<file path="src/rtl/extst_pkg.sv">
package extst_pkg;

  localparam int ES_W     = 8;
  localparam int NUM_PINS = 3;

  // pin vector order
  localparam int PIN_CTS  = 0;
  localparam int PIN_DCD  = 1;
  localparam int PIN_SYNC = 2;

  // status / enable bit positions (enable bit n guards status bit n)
  localparam int B_BRK  = 7;
  localparam int B_EOM  = 6;
  localparam int B_CTS  = 5;
  localparam int B_SH   = 4;
  localparam int B_DCD  = 3;
  localparam int B_RSV  = 2;
  localparam int B_ZC   = 1;
  localparam int B_FIFO = 0;

  localparam logic [ES_W-1:0] LEVEL_MASK = 8'hF8;
  localparam logic [ES_W-1:0] EN_RESET   = 8'hF8;
  localparam logic [ES_W-1:0] WR_MASK    = ~(ES_W'(1) << B_RSV);

  typedef struct packed {
    logic brk;
    logic eom;
    logic cts;
    logic sh;
    logic dcd;
    logic zc;
  } es_src_t;

  function automatic logic [ES_W-1:0] pack_status(input es_src_t s);
    logic [ES_W-1:0] v;
    v        = '0;
    v[B_BRK] = s.brk;
    v[B_EOM] = s.eom;
    v[B_CTS] = s.cts;
    v[B_SH]  = s.sh;
    v[B_DCD] = s.dcd;
    v[B_ZC]  = s.zc;
    return v;
  endfunction

  function automatic logic [ES_W-1:0] level_hits(input logic [ES_W-1:0] live,
                                                 input logic [ES_W-1:0] ref_v,
                                                 input logic [ES_W-1:0] en);
    return (live ^ ref_v) & en & LEVEL_MASK;
  endfunction

  function automatic logic event_hit(input logic [ES_W-1:0] live,
                                     input logic [ES_W-1:0] en);
    return live[B_ZC] & en[B_ZC];
  endfunction

  function automatic logic [ES_W-1:0] masked_write(input logic [ES_W-1:0] d);
    return d & WR_MASK;
  endfunction

endpackage

</file>
<file path="src/rtl/es_pin_sync.sv">
module es_pin_sync #(
  parameter int NPINS  = 3,
  parameter int STAGES = 2
) (
  input  logic             clk,
  input  logic             rst_n,
  input  logic [NPINS-1:0] pin_n,
  output logic [NPINS-1:0] pin_act
);

  for (genvar g = 0; g < NPINS; g++) begin : g_pin
    logic [STAGES-1:0] chain;

    always_ff @(posedge clk or negedge rst_n) begin
      if (!rst_n) begin
        chain <= '1;
      end else begin
        chain[0] <= pin_n[g];
        for (int k = 1; k < STAGES; k++) begin
          chain[k] <= chain[k-1];
        end
      end
    end

    assign pin_act[g] = ~chain[STAGES-1];
  end

endmodule

</file>
<file path="src/rtl/es_enable_reg.sv">
module es_enable_reg
  import extst_pkg::*;
(
  input  logic            clk,
  input  logic            rst_n,
  input  logic            chan_rst,
  input  logic            wr,
  input  logic [ES_W-1:0] wdata,
  output logic [ES_W-1:0] en_q
);

  logic [ES_W-1:0] en_d;

  always_comb begin
    en_d = en_q;
    if (chan_rst)  en_d = EN_RESET;
    else if (wr)   en_d = masked_write(wdata);
  end

  always_ff @(posedge clk or negedge rst_n) begin
    if (!rst_n) en_q <= EN_RESET;
    else        en_q <= en_d;
  end

  // channel reset restores the enable defaults
  a_r11_chan_defaults: assert property (@(posedge clk) disable iff (!rst_n)
    chan_rst |=> (en_q[7:3] == 5'b11111) && (en_q[2:0] == 3'b000));

  // a write stores the data with the unused bit dropped
  a_r2_write_mask: assert property (@(posedge clk) disable iff (!rst_n)
    (wr && !chan_rst) |=> (en_q[B_RSV] == 1'b0) &&
                          (en_q[7:3] == $past(wdata[7:3])) &&
                          (en_q[1:0] == $past(wdata[1:0])));

endmodule

</file>
<file path="src/rtl/es_source_mux.sv">
module es_source_mux
  import extst_pkg::*;
(
  input  logic                sync_mode,
  input  logic [NUM_PINS-1:0] pin_act,
  input  logic                rx_hunt,
  input  logic                rx_brk_abort,
  input  logic                tx_eom,
  input  logic                zero_cnt,
  output logic [ES_W-1:0]     live
);

  es_src_t src;

  always_comb begin
    src.brk = rx_brk_abort;
    src.eom = tx_eom;
    src.cts = pin_act[PIN_CTS];
    src.dcd = pin_act[PIN_DCD];
    src.sh  = sync_mode ? rx_hunt : pin_act[PIN_SYNC];
    src.zc  = zero_cnt;
    live    = pack_status(src);
  end

endmodule

</file>
<file path="src/rtl/es_change_latch.sv">
module es_change_latch
  import extst_pkg::*;
(
  input  logic            clk,
  input  logic            rst_n,
  input  logic            chan_rst,
  input  logic            clr,
  input  logic [ES_W-1:0] live,
  input  logic [ES_W-1:0] en,
  output logic            pending_q,
  output logic [ES_W-1:0] snap_q,
  output logic            raise
);

  logic [ES_W-1:0] lvl_hit;
  logic            zc_hit;
  logic            pending_d;
  logic [ES_W-1:0] snap_d;

  assign lvl_hit = level_hits(live, snap_q, en);
  assign zc_hit  = event_hit(live, en);
  assign raise   = !pending_q && !clr && !chan_rst && ((|lvl_hit) || zc_hit);

  always_comb begin
    if (chan_rst) begin
      pending_d = 1'b0;
      snap_d    = live;
    end else if (pending_q) begin
      pending_d = !clr;
      snap_d    = snap_q;
    end else begin
      pending_d = raise;
      snap_d    = live;
    end
  end

  always_ff @(posedge clk or negedge rst_n) begin
    if (!rst_n) begin
      pending_q <= 1'b0;
      snap_q    <= '0;
    end else begin
      pending_q <= pending_d;
      snap_q    <= snap_d;
    end
  end

  // an enabled level mismatch against the held status raises pending
  a_r3_level_raise: assert property (@(posedge clk) disable iff (!rst_n)
    (!pending_q && !clr && !chan_rst && (((live ^ snap_q) & en & 8'hF8) != '0))
      |=> pending_q);

  // no enabled mismatch and no enabled event keeps pending low
  a_r4_no_raise: assert property (@(posedge clk) disable iff (!rst_n)
    (!pending_q && (((live ^ snap_q) & en & 8'hF8) == '0) && !(live[B_ZC] && en[B_ZC]))
      |=> !pending_q);

  // zero-count pulse with its enable raises pending and is recorded
  a_r6_zero_count: assert property (@(posedge clk) disable iff (!rst_n)
    (!pending_q && !clr && !chan_rst && live[B_ZC] && en[B_ZC])
      |=> pending_q && snap_q[B_ZC]);

  // status stays frozen while pending
  a_r7_frozen: assert property (@(posedge clk) disable iff (!rst_n)
    (pending_q && !chan_rst) |=> $stable(snap_q));

  // clear drops pending on the next edge
  a_r8_clear: assert property (@(posedge clk) disable iff (!rst_n)
    clr |=> !pending_q);

  // pending persists without clear or channel reset
  a_r10_hold: assert property (@(posedge clk) disable iff (!rst_n)
    (pending_q && !clr && !chan_rst) |=> pending_q);

  // channel reset drops pending
  a_r11_chan_clear: assert property (@(posedge clk) disable iff (!rst_n)
    chan_rst |=> !pending_q);

endmodule

</file>
<file path="src/rtl/extstat_irq_unit.sv">
module extstat_irq_unit
  import extst_pkg::*;
#(
  parameter int SYNC_STAGES = 2
) (
  input  logic       clk,
  input  logic       rst_n,
  input  logic       chan_rst,
  input  logic       sync_mode,
  input  logic       mie,
  input  logic       en_wr,
  input  logic [7:0] en_wdata,
  input  logic       es_clr,
  input  logic       cts_n,
  input  logic       dcd_n,
  input  logic       sync_n,
  input  logic       rx_hunt,
  input  logic       rx_brk_abort,
  input  logic       tx_eom,
  input  logic       zero_cnt,
  output logic [7:0] en_rd,
  output logic [7:0] es_status,
  output logic       es_pending,
  output logic       es_irq,
  output logic       fifo_en
);

  logic [NUM_PINS-1:0] pin_n;
  logic [NUM_PINS-1:0] pin_act;
  logic [ES_W-1:0]     en_q;
  logic [ES_W-1:0]     live;
  logic [ES_W-1:0]     snap_q;
  logic                pending_q;
  logic                raise;

  always_comb begin
    pin_n           = '1;
    pin_n[PIN_CTS]  = cts_n;
    pin_n[PIN_DCD]  = dcd_n;
    pin_n[PIN_SYNC] = sync_n;
  end

  es_pin_sync #(
    .NPINS  (NUM_PINS),
    .STAGES (SYNC_STAGES)
  ) u_sync (
    .clk     (clk),
    .rst_n   (rst_n),
    .pin_n   (pin_n),
    .pin_act (pin_act)
  );

  es_enable_reg u_en (
    .clk      (clk),
    .rst_n    (rst_n),
    .chan_rst (chan_rst),
    .wr       (en_wr),
    .wdata    (en_wdata),
    .en_q     (en_q)
  );

  es_source_mux u_mux (
    .sync_mode    (sync_mode),
    .pin_act      (pin_act),
    .rx_hunt      (rx_hunt),
    .rx_brk_abort (rx_brk_abort),
    .tx_eom       (tx_eom),
    .zero_cnt     (zero_cnt),
    .live         (live)
  );

  es_change_latch u_latch (
    .clk       (clk),
    .rst_n     (rst_n),
    .chan_rst  (chan_rst),
    .clr       (es_clr),
    .live      (live),
    .en        (en_q),
    .pending_q (pending_q),
    .snap_q    (snap_q),
    .raise     (raise)
  );

  assign en_rd      = en_q;
  assign es_status  = snap_q;
  assign es_pending = pending_q;
  assign es_irq     = pending_q & mie;
  assign fifo_en    = en_q[B_FIFO];

  // no request without master enable, and a pending flag with mie requests
  a_r9_gate: assert property (@(posedge clk) disable iff (!rst_n)
    (!mie |-> !es_irq) and ((es_pending && mie) |-> es_irq));

  // a raise is followed by a pending flag unless a channel reset intervenes
  a_r3_raise_lands: assert property (@(posedge clk) disable iff (!rst_n)
    raise |=> es_pending);

endmodule

</file>
<file path="config.mk">
export PLATFORM = sky130hd
export DESIGN_NAME = extstat_irq_unit
export DESIGN_NICKNAME = d
export VERILOG_FILES = /design/src/rtl/extst_pkg.sv /design/src/rtl/es_pin_sync.sv /design/src/rtl/es_enable_reg.sv /design/src/rtl/es_source_mux.sv /design/src/rtl/es_change_latch.sv /design/src/rtl/extstat_irq_unit.sv
export SDC_FILE = /design/constraint.sdc
export NUM_CORES = 1
export LEC_CHECK = 0
export BUFFER_PORTS_ARGS = -buffer_cell sky130_fd_sc_hd__buf_2
export CELL_PAD_IN_SITES_DETAIL_PLACEMENT = 0
export CELL_PAD_IN_SITES_GLOBAL_PLACEMENT = 1
export CORE_AREA = 2 2 56 58
export CTS_CLUSTER_SIZE = 30
export DETAILED_ROUTE_END_ITERATION = 16
export DIE_AREA = 0 0 58 60
export PLACE_DENSITY = 0.82
export SETUP_SLACK_MARGIN = 0.2
export SYNTH_ARGS = -nofsm -noshare
export SYNTH_HDL_FRONTEND = slang
export SYNTH_HIERARCHICAL = 1
export SYNTH_SLANG_ARGS = --single-unit
</file>
<file path="constraint.sdc">
create_clock -name clk -period 1.9 [get_ports clk]
set_input_delay 0.285 -clock clk [delete_from_list [all_inputs] [get_ports clk]]
set_output_delay 0.285 -clock clk [all_outputs]
set_load 0.01 [all_outputs]
</file>
==> impl_metrics.env, run 1 <==
export IMPL_tritoncts="built"
export IMPL_grt_usage_pct=10.68
export IMPL_fp_dieH_um=60
export IMPL_pin_count=41
export IMPL_peakVddDrop_mv=0.5933
export IMPL_cellLeakagePower_nw=0.5865
export IMPL_portBuffers=38
export IMPL_clock_path_buffers=2
export IMPL_firstDrtPassIters=3
export IMPL_finalSetupViolations=0
export IMPL_final_max_slew_violation_count=0
export IMPL_cts_resized_gates=0
export IMPL_setup_tns_ns=0
export IMPL_place_congestion=0.6850
export IMPL_period_share_pct=79.85
export IMPL_clkTransAtPathRegs_ns=0.12
export IMPL_cp_arrival_ns=1.70
export IMPL_final_common_cell="buf_2"
export IMPL_skew_ns=0.01246
export IMPL_finalPower_mw=1.021
export IMPL_dieArea_um2=3480
export IMPL_p_per_area_nw_per_um2=857.2
export IMPL_critPathLaunchType="flip-flop"
export IMPL_synth_avg_cell_area_um2=13.47
export IMPL_hpwl_mm=1.316
export IMPL_wl_per_cell_um=12.29
export IMPL_min_period_ns=1.517
export IMPL_detail_route_antenna_nets=0
export IMPL_die_x_um=58
export IMPL_hold_class="input pin to flip-flop"
export IMPL_antenna_cells=0
export IMPL_cts_buffers=3
export IMPL_via_count=627
export IMPL_syn_inst=73
export IMPL_cts_root_buf="clkbuf_4"
export IMPL_status="completed"
export IMPL_clk_latency_ns=0.31
export IMPL_clock_sinks=22
export IMPL_area_delta_synth_final_pct=21.12
export IMPL_cts_setup_buffers=0
export IMPL_maxCapViolCount=0
export IMPL_cp_end_kind="flip-flop"
export IMPL_fp_coreArea_um2=2903
export IMPL_pre_cts_slack_ns=0.4031
export IMPL_grt_pass1_vias=621
export IMPL_drtIter0Drc=2
export IMPL_grt_max_degree=23
export IMPL_cts_hold_buf=1
export IMPL_num_rows=20
export IMPL_drcViolationCount=0
export IMPL_final_cell_mix="38 x buf_2, 11 x dfrtp_1, 11 x dfstp_2, 8 x mux2_2, 5 x xor2_1"
export IMPL_whs_ns=0.05699
export IMPL_grt_pass1_wl_mm=2.711
export IMPL_yosysWarnings=6
export IMPL_layout_nets=129
export IMPL_viasPerCell=4.511
export IMPL_rsz0062_at_grt="false"
export IMPL_antenna_found_initial=0
export IMPL_max_freq_ghz=0.6591
export IMPL_overflow=0
export IMPL_routed_wl_mm=1.709
export IMPL_worstPathMaxFanout=2
export IMPL_postLayoutCoreUtil_pct=41.03
export IMPL_fin_ws_ns=0.3829
export IMPL_synth_area_um2=983.4
export IMPL_initial_utilization_pct=33.88
export IMPL_critPathRequiredTime_ns=2.08
export IMPL_htreeDepth=1
export IMPL_critPathKind="flip-flop to flip-flop"
export IMPL_drive_gt1_share_pct=64.15
export IMPL_finalHoldViolCount=0
-- path summary, 6_finish.rpt --
path	slack (ns)	from	cells past startpoint	end
max	0.38	u_sync/g_pin[2].chain[1]	5	u_latch/pending_q
min	0.06	dcd_n	1	u_sync/g_pin[1].chain[0]
max reg2reg	0.38	u_sync/g_pin[2].chain[1]	5	u_latch/pending_q
min reg2reg	0.36	u_sync/g_pin[0].chain[0]	0	u_sync/g_pin[0].chain[1]
max in group asynchronous	1.09	rst_n	2	u_en/en_q[4]
min in group asynchronous	0.45	rst_n	2	u_latch/snap_q[7]
-- per-stage QoR --
stage               instances  cell area, um^2
floorplan                  74            987.2
global placement          134             1129
detailed placement        134             1129
CTS                       139             1191
global route              139             1191
finish                    139             1191
-- per-layer routing --
| layer | track usage (%) | routed length, um |
|---|---|---|
| met1 | 11.64 | 639 |
| met2 | 19.16 | 929 |
| met3 | 4.329 | 131 |
| met4 | 2.990 | 9 |
| met5 | 0 | 0 |
-- report_power, final --
part / leakage [nW] / switching [mW] / internal, mW
Clock: 0.0279 / 0.134 / 0.213
Sequential: 0.249 / 0.0195 / 0.510
Combinational: 0.310 / 0.0704 / 0.0738
Total: 0.587 / 0.224 / 0.797
-- final cells by class --
type                    instances  area, um^2
fillers                       289        1712
inverters                       3       11.26
multi-input cells              38       321.6
repair buffers                 39       200.2
flip-flops and latches         22       564.3
clock buffers                   3       22.52
clock inverters                 1       30.03
well taps                      33       41.29
-- critical path, stage by stage (launching register included) --
cell and delay (ns):
dfstp_2 0.53, inv_1 0.03, mux2_4 0.27, xor2_1 0.15, a221oi_1 0.30, a31oi_1 0.12
-- sequential cells by signal (all words and copies together), names as in the netlist --
name,flops
u_sync/g_pin.chain,6
u_en/en_q,7
u_latch/pending_q,1
u_latch/snap_q,8
Power figures use the tool's default switching activity.
==> run 2: changes to the inputs <==
--- a/config.mk
+++ b/config.mk
@@ -5,14 +5,15 @@
 export SDC_FILE = /design/constraint.sdc
 export NUM_CORES = 1
 export LEC_CHECK = 0
+export ABC_AREA = 1
 export BUFFER_PORTS_ARGS = -buffer_cell sky130_fd_sc_hd__buf_2
 export CELL_PAD_IN_SITES_DETAIL_PLACEMENT = 0
 export CELL_PAD_IN_SITES_GLOBAL_PLACEMENT = 1
-export CORE_AREA = 2 2 56 58
+export CORE_AREA = 2 2 59 61
 export CTS_CLUSTER_SIZE = 30
 export DETAILED_ROUTE_END_ITERATION = 16
-export DIE_AREA = 0 0 58 60
-export PLACE_DENSITY = 0.82
+export DIE_AREA = 0 0 61 63
+export PLACE_DENSITY = 0.81
 export SETUP_SLACK_MARGIN = 0.2
 export SYNTH_ARGS = -nofsm -noshare
 export SYNTH_HDL_FRONTEND = slang
==> constraint.sdc (replaced) <==
create_clock -name clk -period 1.4 [get_ports clk]
set_input_delay 0.21 -clock clk [delete_from_list [all_inputs] [get_ports clk]]
set_output_delay 0.21 -clock clk [all_outputs]
set_load 0.01 [all_outputs]
==> impl_metrics.env, run 2 <==
export IMPL_drive_gt1_share_pct=45.45
export IMPL_status="completed"
export IMPL_place_congestion=0.7142
export IMPL_place_inst=187
export IMPL_clk_latency_ns=0.31
export IMPL_worstPathCellList="buf_6"
export IMPL_clock_sinks=22
export IMPL_finalSetupViolations=0
export IMPL_area_delta_synth_final_pct=30.58
export IMPL_fin_ws_ns=0.2016
export IMPL_critPathRequiredTime_ns=1.19
export IMPL_fp_coreArea_um2=3232
export IMPL_pre_cts_slack_ns=0.1998
export IMPL_hpwl_mm=1.514
export IMPL_drcViolationCount=0
export IMPL_portBuffers=38
export IMPL_pin_count=41
export IMPL_via_count=822
export IMPL_finalPower_mw=1.289
export IMPL_rsz0062_at_grt="true"
export IMPL_die_x_um=61
export IMPL_viasPerCell=4.110
export IMPL_num_rows=21
export IMPL_synth_avg_cell_area_um2=9.205
export IMPL_grt_usage_pct=12.24
export IMPL_htreeDepth=1
export IMPL_critPathLaunchType="flip-flop"
export IMPL_grt_pass1_vias=833
export IMPL_period_share_pct=85.60
export IMPL_yosysWarnings=6
export IMPL_antenna_cells=0
export IMPL_antenna_found_initial=0
export IMPL_critPathMaxStageDelay_ns=0.57
export IMPL_path_delay_family="flip-flops"
export IMPL_drtIter0Drc=22
export IMPL_detail_route_antenna_nets=0
export IMPL_syn_inst=112
export IMPL_regMostFlops="u_latch/snap_q"
export IMPL_dieArea_um2=3843
export IMPL_skew_ns=0.02136
export IMPL_max_freq_ghz=0.8345
export IMPL_cts_buffers=3
export IMPL_post_dp_cell_area_um2=1206
export IMPL_whs_ns=0.1013
export IMPL_firstDrtPassIters=4
export IMPL_stdcell_area_um2=1346
export IMPL_peakVddDrop_mv=0.4638
export IMPL_overflow=0
export IMPL_final_common_cell="nand2_1"
export IMPL_tritoncts="built"
export IMPL_clock_path_buffers=2
export IMPL_cellLeakagePower_nw=0.7334
export IMPL_maxCapViolCount=0
export IMPL_slowest_stage="dfstp_2"
export IMPL_path_buf_inv=1
export IMPL_postLayoutCoreUtil_pct=41.66
export IMPL_worstPathMaxFanout=2
export IMPL_wl_met1_um=901
export IMPL_layout_nets=177
export IMPL_routed_wl_met3_um=140
export IMPL_cp_arrival_ns=0.99
export IMPL_reg_largest_list="u_latch/snap_q: 8 flops, u_en/en_q: 7 flops, u_sync/g_pin.chain: 6 flops"
export IMPL_setup_tns_ns=0
export IMPL_initial_utilization_pct=31.90
export IMPL_hold_class="input pin to flip-flop"
export IMPL_grt_pass1_wl_mm=3.539
export IMPL_wl_met2_mm=1.125
export IMPL_final_cell_mix="35 x nand2_1, 33 x buf_2, 11 x inv_1, 11 x dfrtp_1, 11 x dfstp_2"
export IMPL_final_max_slew_violation_count=0
export IMPL_synth_area_um2=1031
export IMPL_top_layer="met4"
export IMPL_p_per_area_nw_per_um2=957.7
export IMPL_cp_end_kind="output port"
export IMPL_cts_root_buf="clkbuf_4"
export IMPL_grt_max_degree=23
export IMPL_finalHoldViolCount=0
export IMPL_min_period_ns=1.198
export IMPL_wl_per_cell_um=10.88
export IMPL_critPathKind="flip-flop to output port"
export IMPL_final_cells=200
export IMPL_largest_register_ffs=8
export IMPL_fp_dieH_um=63
export IMPL_routed_wl_mm=2.176
export IMPL_clkTransAtPathRegs_ns=0.13
run 2: where the power goes:
| group | leakage (nW) | internal, mW | switching, mW |
|---|---|---|---|
| clock | 0.0150 | 0.111 | 0.186 |
| sequential | 0.249 | 0.696 | 0.0304 |
| combinational | 0.469 | 0.131 | 0.134 |
run 2: final cells by class:
cell class	instances	area [um^2]
Inverter	14	52.55
Tap cell	46	57.56
Clock buffer	4	26.28
Timing Repair Buffer	48	306.5
Sequential cell	22	564.3
Fill cell	323	1886
Multi-Input combinational cell	66	339.1
run 2: timing repair:
item                                   in CTS  in global routing
setup endpoints to repair                   7                 10
gates cloned                                0                  0
gates resized for setup                     5                  4
setup buffers                               5                  0
pin swaps                                   1                  6
hold buffers                                4                  0
endpoints found under the hold margin      14                  0
run 2: worst register-to-register path: cells and delay by family (launching register included):
family | cells | cell delay, ns
muxes | 1 | 0.38
and+or+nand+nor | 1 | 0.25
DFF | 1 | 0.44
run 2: path summary, 6_finish.rpt:
path	from	depth (start not counted)	end	slack, ns
setup / recovery	u_en/en_q[5]	1	en_rd[5]	0.20
hold / removal	en_wdata[3]	3	u_en/en_q[3]	0.10
setup reg to reg	u_latch/pending_q	2	u_latch/snap_q[6]	0.21
hold reg to reg	u_sync/g_pin[2].chain[0]	0	u_sync/g_pin[2].chain[1]	0.36
max in group asynchronous	rst_n	2	u_sync/g_pin[1].chain[0]	0.65
min in group asynchronous	rst_n	2	u_en/en_q[1]	0.37
run 2: metal layers:
layer,GRT usage (%),vias to the layer above
met2,20.16,26
met1,15.39,383
met5,0,-
li1,-,411
met3,2.899,2
met4,4.076,0
